[config.mk]
export PLATFORM = sky130hd
export DESIGN_NAME = banked_fr_mapper
export DESIGN_NICKNAME = d
export VERILOG_FILES = /design/src/rtl/bfr_pkg.sv /design/src/rtl/bfr_decode.sv /design/src/rtl/bfr_store.sv /design/src/rtl/banked_fr_mapper.sv
export SDC_FILE = /design/constraint.sdc
export NUM_CORES = 2
export LEC_CHECK = 0
export BUFFER_PORTS_ARGS = -buffer_cell sky130_fd_sc_hd__buf_2
export CORE_MARGIN = 8
export CORE_UTILIZATION = 30
export CTS_CLUSTER_SIZE = 28
export DETAILED_ROUTE_END_ITERATION = 16
export PLACE_DENSITY = 0.42
export SLEW_MARGIN = 20
export SYNTH_ARGS = -nofsm -noshare
export SYNTH_HDL_FRONTEND = slang
export SYNTH_SLANG_ARGS = --single-unit
[constraint.sdc]
create_clock -name clk -period 2.55 [get_ports clk]
set_clock_uncertainty 0.05 [all_clocks]
set_input_delay 0.1275 -clock clk [delete_from_list [all_inputs] [get_ports clk]]
set_output_delay 0.1275 -clock clk [all_outputs]
set_load 0.01 [all_outputs]
[src/rtl/bfr_pkg.sv]
package bfr_pkg;
    typedef enum logic [1:0] {
        ACC_GP   = 2'd0,
        ACC_SFR  = 2'd1,
        ACC_NULL = 2'd2
    } acc_kind_e;
endpackage

[src/rtl/bfr_decode.sv]
module bfr_decode
    import bfr_pkg::*;
#(
    parameter int OPND_W    = 5,
    parameter int DATA_W    = 8,
    parameter int BANKS     = 8,
    parameter int BANK_SPAN = 16,
    parameter int SFR_CNT   = 8,
    parameter int AW        = 8
) (
    input  logic [OPND_W-1:0] opnd,
    input  logic [DATA_W-1:0] fsr,
    output logic [AW-1:0]     phys_addr,
    output acc_kind_e         kind,
    output logic              indirect
);
    localparam int BANK_W = $clog2(BANKS);
    localparam int OFF_W  = $clog2(BANKS > 0 ? BANK_SPAN : 1);

    logic [OPND_W-1:0] eff_d;
    logic [BANK_W-1:0] bank_d;

    always_comb begin
        indirect = (opnd == '0);
        eff_d    = indirect ? fsr[OPND_W-1:0] : opnd;
        bank_d   = fsr[DATA_W-1 -: BANK_W];
        if (eff_d[OPND_W-1]) begin
            phys_addr = AW'(BANK_SPAN) + AW'(bank_d) * AW'(BANK_SPAN)
                      + AW'(eff_d[OFF_W-1:0]);
        end else begin
            phys_addr = AW'(eff_d[OFF_W-1:0]);
        end
        if (eff_d == '0) begin
            kind = ACC_NULL;
        end else if (int'(eff_d) < SFR_CNT) begin
            kind = ACC_SFR;
        end else begin
            kind = ACC_GP;
        end
    end
endmodule

[src/rtl/bfr_store.sv]
module bfr_store
    import bfr_pkg::*;
#(
    parameter int DATA_W = 8,
    parameter int DEPTH  = 144,
    parameter int AW     = 8
) (
    input  logic              clk,
    input  logic              rst_n,
    input  logic [AW-1:0]     addr,
    input  acc_kind_e         kind,
    input  logic              rd_en,
    input  logic              wr_en,
    input  logic [DATA_W-1:0] wr_data,
    output logic [DATA_W-1:0] rd_data
);
    typedef struct packed {
        logic [DEPTH-1:0][DATA_W-1:0] mem;
        logic [DATA_W-1:0]            rd;
    } store_t;

    store_t st_d, st_q;
    logic   gp_ok;

    always_comb begin
        st_d  = st_q;
        gp_ok = (kind == ACC_GP) && (int'(addr) < DEPTH);
        if (rd_en) begin
            st_d.rd = gp_ok ? st_q.mem[addr] : '0;
        end
        if (wr_en && gp_ok) begin
            st_d.mem[addr] = wr_data;
        end
    end

    always_ff @(posedge clk) begin
        if (!rst_n) begin
            st_q <= '0;
        end else begin
            st_q <= st_d;
        end
    end

    assign rd_data = st_q.rd;
endmodule

[src/rtl/banked_fr_mapper.sv]
module banked_fr_mapper
    import bfr_pkg::*;
#(
    parameter int OPND_W    = 5,
    parameter int DATA_W    = 8,
    parameter int BANKS     = 8,
    parameter int BANK_SPAN = 16,
    parameter int SFR_CNT   = 8
) (
    input  logic              clk,
    input  logic              rst_n,
    input  logic [OPND_W-1:0] opnd,
    input  logic              rd_en,
    input  logic              wr_en,
    input  logic [DATA_W-1:0] wr_data,
    input  logic [DATA_W-1:0] fsr,
    output logic [7:0]        phys_addr,
    output logic [DATA_W-1:0] rd_data,
    output logic              indirect_hit,
    output logic              sfr_hit
);
    localparam int DEPTH = BANK_SPAN * (BANKS + 1);
    localparam int AW    = 8;

    acc_kind_e kind_w;

    bfr_decode #(
        .OPND_W(OPND_W), .DATA_W(DATA_W), .BANKS(BANKS),
        .BANK_SPAN(BANK_SPAN), .SFR_CNT(SFR_CNT), .AW(AW)
    ) u_decode (
        .opnd(opnd), .fsr(fsr), .phys_addr(phys_addr),
        .kind(kind_w), .indirect(indirect_hit)
    );

    bfr_store #(.DATA_W(DATA_W), .DEPTH(DEPTH), .AW(AW)) u_store (
        .clk(clk), .rst_n(rst_n), .addr(phys_addr), .kind(kind_w),
        .rd_en(rd_en), .wr_en(wr_en), .wr_data(wr_data), .rd_data(rd_data)
    );

    assign sfr_hit = (kind_w == ACC_SFR);
endmodule

==> results.ini <==
[clock_tree]
htreeDepth=4
cts_root_buf=clkbuf_16
max-clock-path-buffers=3
cts_buffers=145
cts_tree=built
cts_sinks=1160
clk_pin_slew_ns=0.06
insertion_delay_ns=0.80

[sta]
tightest_slew_ns=1.55
max_freq_mhz=389
rsz0062_at_grt=yes
hold_viol_final=0
setup_viol=2
finalCritPeriodShare=1.01
slew_violations=65
relSlewSlack=-0.0359
timing.final.ws_setup_ns=-0.0215
fin_crit_ns=2.57

[global_routing]
grt_pass1_wl_um=355000
gr-total-overflow=0
grt_max_degree=237
antenna_found_initial=5
grt_use_total=0.236
grt_pass1_vias=49100

[worst_setup_path]
critPathKind=input port to register
critPathMaxFanout=19
cp.arrival_ns=3.20
cp-start-kind=input port
end_kind=register
cp.required_ns=3.18

[layout]
multi_input_area_um2=30000
seq_area_um2=23200
design_area_um2=69400
syn2layout_area_growth_pct=24.4
n_fill_cell=19000
drive_above_1_share=0.182
nets=6973

[detailed_routing]
vias=50400
drt-total-wl_um=245000
drc=0
wire_per_inst_um=25.6
drt-pass1-iter-count=6
viasPerCell=5.28
drt-initial-drc-count=4309
ant_nets=0

[floorplanning]
die-area_um2=200000
core_region_area_um2=185000
initial_core_util=0.301
die_h_um=447
fp.dieW_um=447
rows=158
io_pins=43

[logic_synthesis]
seq_area_frac_synth=0.416
syn_nets=6591
yosys.area.top_type=dfxtp_1
yosysWarnings=0
ys_top_cells_by_area=dfxtp_1 (42%), a21boi_0 (11%), nand2_1 (8.9%)
ys_types=80
netlist.area_leader.share=0.416
async_reset_ff_frac=0
synthCells=6565
mappedNetlistArea_um2=55800
ys_dominant_reg_cell=dfxtp_1
avgSynthCellArea_um2=8.50
synth-seq-cells=1160
synth_edf_count=0

[placed_design]
port_buffers=42
dp_hpwl_um=169000
dpl-instance-area_um2=64200
post-place-ws_ns=-1.15
gp_congestion=0.922

[run_status]
outcome=finished, violations left
failed_checks=max-slew violations, negative setup slack

[flow_run]
cap_violations=0

[power_and_ir_drop]
peakVddDrop_v=0.000639
leakage_nw=22.8
powerDensity_nw_per_um2=628

[min_path]
hp-class=input port to register

==> critical path: stages <==
cell	delay [ns]
buf_2	0.13
nor4_4	0.36
a21oi_4	0.13
inv_8	0.24
buf_4	0.18
mux2i_1	0.28
o22ai_1	0.12
or4_1	0.62
a211oi_2	0.29
buf_4	0.16
o41ai_1	0.11
buf_4	0.19
a32o_1	0.24
==> per-stage QoR <==
step | setup TNS (ns) | total power [W] | hold WS (ns) | cells | util
CTS | 0 | 0.0440 | 0.158 | 9540 | 0.374
global placement | -585.58 | 0.0228 | 0.412 | 9270 | 0.347
floorplan | 0 | 0.0205 | 0.376 | 6565 | -
global route | -0.0963 | 0.0449 | 0.202 | 9540 | 0.375
detailed placement | -605.72 | 0.0228 | 0.416 | 9270 | 0.347
finish | -0.0340 | 0.0436 | 0.222 | 9545 | 0.375
==> cells in the mapped netlist, types with 5 or more instances <==
cell       count
a21oi_1      142
a22o_1         7
mux2i_1      481
inv_1          6
o31ai_1        9
nand3_1      111
dfxtp_1     1160
a41oi_1        6
o32ai_1        6
a21boi_1      37
clkbuf_1     467
a32oi_1       15
o211ai_1       7
o21ai_0      869
o221ai_1       9
nor2b_1      358
nor3_1        16
and3_1        10
nand2_1     1323
a221oi_1      47
nor2_2        37
buf_4         31
buf_2         56
a211oi_1      14
nor2_4        33
nor2_1       144
nor4_1        16
a22oi_1       26
o2111ai_1     13
and2_1         6
buf_1         35
a31oi_1       18
a2111oi_0     11
o22ai_1       44
mux4_2        65
nand4_1        7
mux4_1        12
or3_1          5
a21boi_0     806
buf_6         18
buf_12         9
==> final timing paths <==
check | startpoint | end | slack [ns] | depth (start not counted)
hold / removal | rst_n | u_store.st_q[734] | 0.22 | 3
setup reg to reg | u_store.st_q[85] | u_store.rd_data[5] | 0.07 | 6
setup / recovery | opnd[3] | u_store.rd_data[4] | -0.02 | 13
hold reg to reg | u_store.st_q[719] | u_store.st_q[719] | 0.42 | 2
==> cell type report <==
| type | instances | share of cell area |
|---|---|---|
| clock buffer | 226 | 0.0634 |
| tap | 2480 | 0.0447 |
| clock inverter | 34 | 0.00606 |
| multi-input combinational | 4775 | 0.433 |
| antenna | 5 | 0.000180 |
| timing repair buffer | 855 | 0.117 |
| inverter | 10 | 0.000794 |
| sequential | 1160 | 0.335 |
==> layer usage <==
layer	share of wire	wire, um	GRT usage
met5	0.00028	69	0
met4	0.041	9950	0.0856
met3	0.047	11600	0.0328
met2	0.45	111000	0.378
met1	0.46	112000	0.324
==> cells in the final DEF (no fill, tap or decap), drive strengths merged, types with 17 or more instances in the layout <==
cell type	count
a21boi	843
a21oi	144
a221oi	47
a22oi	26
a31oi	19
buf	845
clkbuf	226
clkinv	20
dfxtp	1160
mux2i	481
mux4	77
nand2	1326
nand3	115
nor2	214
nor2b	358
nor3	17
nor4	17
o21ai	874
o22ai	44
==> sequential cells by signal, summed over array words and instances, names as in the netlist <==
signal,flops
u_store.st_q,1152
u_store.rd_data,8
==> timing repair <==
item	4_1_cts	5_1_grt
setup endpoints to repair	6	93
pin swaps	0	1
hold buffers	10	0
gates resized for setup	11	39
buffers inserted	0	0
endpoints found under the hold margin	823	0
==> power breakdown <==
part	internal, W	leakage [nW]	switching [W]	total, W
combinational	0.00153	11.1	0.00276	0.00429
clock	0.0125	2.36	0.00862	0.0211
sequential	0.0182	9.34	0.0000408	0.0182
==> logic make-up (layout without fill, tap and decap cells) <==
logic type	Yosys count	count (layout)	share of synthesized area
compound gates	2125	2125	0.243
flops	1160	1160	0.416
fa+ha+maj	1	1	0.000224
other cells	0	5	0
mux	558	558	0.118
buf+inv	630	1125	0.0516
simple gates	2091	2091	0.170
(Power assumes the default switching activity.)
